### config.mk
export PLATFORM = sky130hd
export DESIGN_NAME = shrot_unit
export DESIGN_NICKNAME = d
export VERILOG_FILES = /design/src/rtl/shrot_pkg.sv /design/src/rtl/shrot_lane.sv /design/src/rtl/shrot_flags.sv /design/src/rtl/shrot_unit.sv
export SDC_FILE = /design/constraint.sdc
export NUM_CORES = 1
export LEC_CHECK = 0
export ABC_CLOCK_PERIOD_IN_PS = 2590
export CAP_MARGIN = 20
export CORE_MARGIN = 4
export CORE_UTILIZATION = 35
export DETAILED_ROUTE_END_ITERATION = 8
export PLACE_DENSITY = 0.68
export SLEW_MARGIN = 20
export SYNTH_ARGS = -nofsm -noshare
export SYNTH_HDL_FRONTEND = slang
export SYNTH_SLANG_ARGS = --single-unit
### constraint.sdc
create_clock -name clk -period 2.59 [get_ports clk]
set_input_delay 0.3885 -clock clk [delete_from_list [all_inputs] [get_ports clk]]
set_output_delay 0.3885 -clock clk [all_outputs]
set_load 0.01 [all_outputs]
### src/rtl/shrot_pkg.sv
package shrot_pkg;
    typedef enum logic [3:0] {
        OP_SHL_LOG = 4'd0,
        OP_SHR_LOG = 4'd1,
        OP_SHL_ARI = 4'd2,
        OP_SHR_ARI = 4'd3,
        OP_ROT_L   = 4'd4,
        OP_ROT_R   = 4'd5,
        OP_ROTC_L  = 4'd6,
        OP_ROTC_R  = 4'd7,
        OP_INVERT  = 4'd8
    } shrot_op_e;

    localparam int NUM_LANES = 3;
endpackage

### src/rtl/shrot_lane.sv
module shrot_lane
    import shrot_pkg::*;
#(
    parameter int W = 8
) (
    input  logic [3:0]   op,
    input  logic [W-1:0] opnd,
    input  logic         cin,
    output logic [W-1:0] res,
    output logic         cout
);
    localparam int TOP = W - 1;

    always_comb begin
        res  = opnd;
        cout = cin;
        unique case (op)
            OP_SHL_LOG, OP_SHL_ARI: begin
                res  = {opnd[TOP-1:0], 1'b0};
                cout = opnd[TOP];
            end
            OP_SHR_LOG: begin
                res  = {1'b0, opnd[TOP:1]};
                cout = opnd[0];
            end
            OP_SHR_ARI: begin
                res  = {opnd[TOP], opnd[TOP:1]};
                cout = opnd[0];
            end
            OP_ROT_L: begin
                res  = {opnd[TOP-1:0], opnd[TOP]};
                cout = opnd[TOP];
            end
            OP_ROT_R: begin
                res  = {opnd[0], opnd[TOP:1]};
                cout = opnd[0];
            end
            OP_ROTC_L: begin
                res  = {opnd[TOP-1:0], cin};
                cout = opnd[TOP];
            end
            OP_ROTC_R: begin
                res  = {cin, opnd[TOP:1]};
                cout = opnd[0];
            end
            OP_INVERT: begin
                res  = ~opnd;
                cout = cin;
            end
            default: begin
                res  = opnd;
                cout = cin;
            end
        endcase
    end
endmodule

### src/rtl/shrot_flags.sv
module shrot_flags #(
    parameter int DATA_W = 32
) (
    input  logic [DATA_W-1:0] res,
    input  logic [1:0]        size,
    output logic              neg,
    output logic              zero
);
    localparam int W_BYTE = DATA_W / 4;
    localparam int W_HALF = DATA_W / 2;

    always_comb begin
        unique case (size)
            2'd0:    neg = res[W_BYTE-1];
            2'd1:    neg = res[W_HALF-1];
            default: neg = res[DATA_W-1];
        endcase
        zero = (res == '0);
    end
endmodule

### src/rtl/shrot_unit.sv
module shrot_unit
    import shrot_pkg::*;
#(
    parameter int DATA_W = 32
) (
    input  logic              clk,
    input  logic              rst_n,
    input  logic              in_valid,
    input  logic [3:0]        op,
    input  logic [1:0]        size,
    input  logic [DATA_W-1:0] operand,
    input  logic              carry_in,
    output logic              out_valid,
    output logic [DATA_W-1:0] result,
    output logic              flag_n,
    output logic              flag_z,
    output logic              flag_v,
    output logic              flag_c
);
    logic [DATA_W-1:0] lane_res [NUM_LANES];
    logic              lane_c   [NUM_LANES];

    for (genvar g = 0; g < NUM_LANES; g++) begin : g_lane
        localparam int LW = DATA_W >> (NUM_LANES - 1 - g);
        logic [LW-1:0] r;
        logic          c;
        shrot_lane #(.W(LW)) u_lane (
            .op   (op),
            .opnd (operand[LW-1:0]),
            .cin  (carry_in),
            .res  (r),
            .cout (c)
        );
        assign lane_res[g] = DATA_W'(r);
        assign lane_c[g]   = c;
    end

    logic [DATA_W-1:0] sel_res;
    logic              sel_c;
    logic              nxt_n;
    logic              nxt_z;

    always_comb begin
        unique case (size)
            2'd0: begin
                sel_res = lane_res[0];
                sel_c   = lane_c[0];
            end
            2'd1: begin
                sel_res = lane_res[1];
                sel_c   = lane_c[1];
            end
            default: begin
                sel_res = lane_res[2];
                sel_c   = lane_c[2];
            end
        endcase
    end

    shrot_flags #(.DATA_W(DATA_W)) u_flags (
        .res  (sel_res),
        .size (size),
        .neg  (nxt_n),
        .zero (nxt_z)
    );

    always_ff @(posedge clk) begin
        if (!rst_n) begin
            out_valid <= 1'b0;
            result    <= '0;
            flag_n    <= 1'b0;
            flag_z    <= 1'b0;
            flag_v    <= 1'b0;
            flag_c    <= 1'b0;
        end else begin
            out_valid <= in_valid;
            if (in_valid) begin
                result <= sel_res;
                flag_n <= nxt_n;
                flag_z <= nxt_z;
                flag_v <= 1'b0;
                flag_c <= sel_c;
            end
        end
    end
endmodule

==> flow_metrics.env <==
export IMPL_vias=3235
export IMPL_syn_nets=414
export IMPL_setup_ws_ps=92.4
export IMPL_ant_nets=0
export IMPL_crit_buf_inv=2
export IMPL_synthArstFlopShare_pct=0
export IMPL_end_kind="register"
export IMPL_clkTransAtPathRegs_ps=80
export IMPL_final_setup_skew_ps=0
export IMPL_cts_hold_buffers=0
export IMPL_synth_xor_area_share_pct=8.90
export IMPL_root_buffer="clkbuf_8"
export IMPL_track_usage_pct=20.4
export IMPL_critPathMaxStageDelay_ps=550
export IMPL_finalWirelength_mm=10.0
export IMPL_finalMaxSlewViolations=0
export IMPL_first_iter_violations=266
export IMPL_core_area_mm2=0.00822
export IMPL_dp_slack_ps=-551
export IMPL_synth_ff_type="dfxtp_1"
export IMPL_rrSetupSlack_ps=1860
export IMPL_fmaxAchievable_ghz=0.400
export IMPL_drt_pass1_iterations=5
export IMPL_synth_compound_area_share_pct=24.2
export IMPL_rows=33
export IMPL_post_route_period_util_pct=96.4
export IMPL_synthCells=372
export IMPL_synthMuxAreaShare_pct=15.5
export IMPL_clock_latency_ps=290
export IMPL_power_density_mw_per_mm2=388
export IMPL_yosysSeqAreaShare_pct=24.4
export IMPL_start_util_pct=35.9
export IMPL_cp_depth=8
export IMPL_cts_sinks=36
export IMPL_ir_drop_mv=0.214
export IMPL_drive_gt1_share_pct=19.7
export IMPL_nets=535
export IMPL_first_global_vias=3191
export IMPL_hold_viol_final=0
export IMPL_synth_area_per_cell_um2=7.93
export IMPL_r2r_start="result[31]"
export IMPL_wl_per_cell_um=16.8
export IMPL_via_per_inst=5.41
export IMPL_crit_path_max_fanout=11
export IMPL_outcome="finished, final reports clean"
export IMPL_cp_start_kind="input port"
export IMPL_grt_setup_unrepaired="false"
export IMPL_synth_top_family_by_area="compound AO/OA/AOI/OAI gates"
export IMPL_drc=0
export IMPL_arrival_ps=2720
export IMPL_placed_area_mm2=0.00422
export IMPL_path_cells="clkdlybuf4s50_1 -> buf_6 -> or3_1 -> a32o_2 -> o31ai_4 -> nand4_1 -> or4_1 -> o22ai_2"
export IMPL_critPathSlowestCell="or4_1"
export IMPL_antennaDiodeCount=0
export IMPL_area_growth_pct=47.6
export IMPL_power_leakage_nw=1.74
export IMPL_place_congestion=0.979
export IMPL_synth_simple_area_share_pct=20.3
export IMPL_synthAdderAreaFrac_pct=0
export IMPL_finalCriticalPeriod_ps=2500
export IMPL_yosysWarnings=0
export IMPL_h_tree_depth=2
export IMPL_cts_tree="built"
export IMPL_path_class="input port to register"
export IMPL_worst_endpoint_required_ps=2810
export IMPL_tightest_slew_ps=559
export IMPL_relSlewSlack_pct=61.8
export IMPL_synth_seq_cells=36
export IMPL_setup_viol=0
export IMPL_numCtsBuffers=5
export IMPL_overflow=0
export IMPL_reg2reg_depth=2
export IMPL_finalInstanceArea_mm2=0.00436
export IMPL_cp_startpoint="op[1]"
export IMPL_worstHoldPathType="input port to register"
export IMPL_antenna_found_initial=0
export IMPL_design_die_area_mm2=0.00997
export IMPL_crit_end="flag_z"
export IMPL_netlist_area_mm2=0.00295
export IMPL_synth_edf_count=0
export IMPL_path_delay_family="simple AND/OR/NAND/NOR gates"
export IMPL_maxCapViolations=0
export IMPL_grt_pass1_wl_mm=16.4
export IMPL_io_pins=79
export IMPL_grt_max_degree=50
export IMPL_r2r_end="result[31]"
export IMPL_multiInputGateArea_mm2=0.00205
export IMPL_io_buffers=77
export IMPL_dp_hpwl_mm=7.63
export IMPL_die_h_um=99.8
export IMPL_ctsLongestPathBuffers=2
export IMPL_seqCellArea_um2=721
export IMPL_dieWidth_um=99.8
export IMPL_synth_cell_type_count=56
export IMPL_nFillCells=777
-- cells in the mapped netlist, types with 7 or more instances --
cell	count	area share, %
nand2_1	23	2.9
o21ai_0	19	3.2
nor3_1	8	1.4
nor2_1	19	2.4
a211oi_1	17	4.3
buf_2	8	1.4
clkbuf_1	19	2.4
a21oi_1	27	4.6
mux2i_1	31	11
dfxtp_1	36	24
nor2b_1	36	7.6
xnor2_1	30	8.9
mux2_1	7	2.7
-- power by group --
part	internal, mW	switching (mW)
combinational	0.340	0.302
sequential	0.588	0.0176
clock	0.237	0.204
total	1.16	0.524
-- how the worst min path moves through the flow --
stage / from / to / slack (ps) / depth (start not counted)
2_1_floorplan: result[22] / result[22] / 490 / 2
3_3_place_gp: result[15] / result[15] / 470 / 1
3_5_place_dp: result[15] / result[15] / 470 / 1
4_1_cts: in_valid / flag_z / 470 / 2
5_1_grt: in_valid / flag_z / 490 / 2
6_report: in_valid / flag_z / 470 / 2
-- metal layers --
layer | vias up | wire (um) | global-route usage, %
met1 | 1487 | 4780 | 29.1
met2 | 137 | 4360 | 30.9
met3 | 29 | 662 | 3.89
li1 | 1582 | - | -
met5 | - | 0 | 0
met4 | 0 | 238 | 6.20
-- logic make-up (layout without fill, tap and decap cells) --
kind of cell              Yosys count  in the layout
buffers and inverters              43            164
DFF                                36             36
other                               1              1
muxes                              44             44
AOI/OAI and AO/OA                 105            105
xor gates and xnor gates           30             30
and+or+nand+nor                   113            113
-- registers in the layout, summed over array words and instances, names as in the netlist --
| signal | flops |
|---|---|
| flag_n | 1 |
| flag_z | 1 |
| flag_c | 1 |
| out_valid | 1 |
| result | 32 |
-- through the flow --
step | total power, mW | hold slack [ps] | cells | TNS, ps | utilization, %
after CTS | 1.70 | 472 | 597 | 0 | 52.8
final | 1.69 | 469 | 598 | 0 | 53.0
after detailed placement | 1.25 | 472 | 588 | -1370 | 51.3
after global placement | 1.24 | 474 | 588 | -907 | 51.3
after floorplan | 0.927 | 494 | 372 | 0 | -
after global routing | 1.78 | 493 | 598 | 0 | 53.0
-- worst reg2reg max path, delay by kind of cell, from the launching register on --
family / cells / cell delay [ps]
DFF: 1 / 320
AOI/OAI and AO/OA: 1 / 190
and+or+nand+nor: 1 / 120
-- placed cells by master (no fill, tap or decap), drive strengths merged, types with 8 or more instances in the layout --
master          n
nor2b          36
nand2          23
clkdlybuf4s50  73
xnor2          30
o21ai          22
buf            77
nor2           19
a211oi         17
dfxtp          36
mux2           13
nor3            8
mux2i          31
a21oi          27
-- what timing repair did --
action                                  4_1_cts  5_1_grt
endpoints found under the hold margin         0        0
cloned                                        0        0
endpoints found under the setup margin        1        1
gates resized for setup                       1        4
buffers inserted                              2        1
pin swaps                                     1        1
-- cell type report --
cell class              instances  area share, %
clock buffers                   7           2.21
repair buffers                151           30.6
inverters                       6          0.517
flip-flops and latches         36           16.5
multi-input cells             293           47.1
well taps                     105           3.02
(Power assumes the default switching activity.)
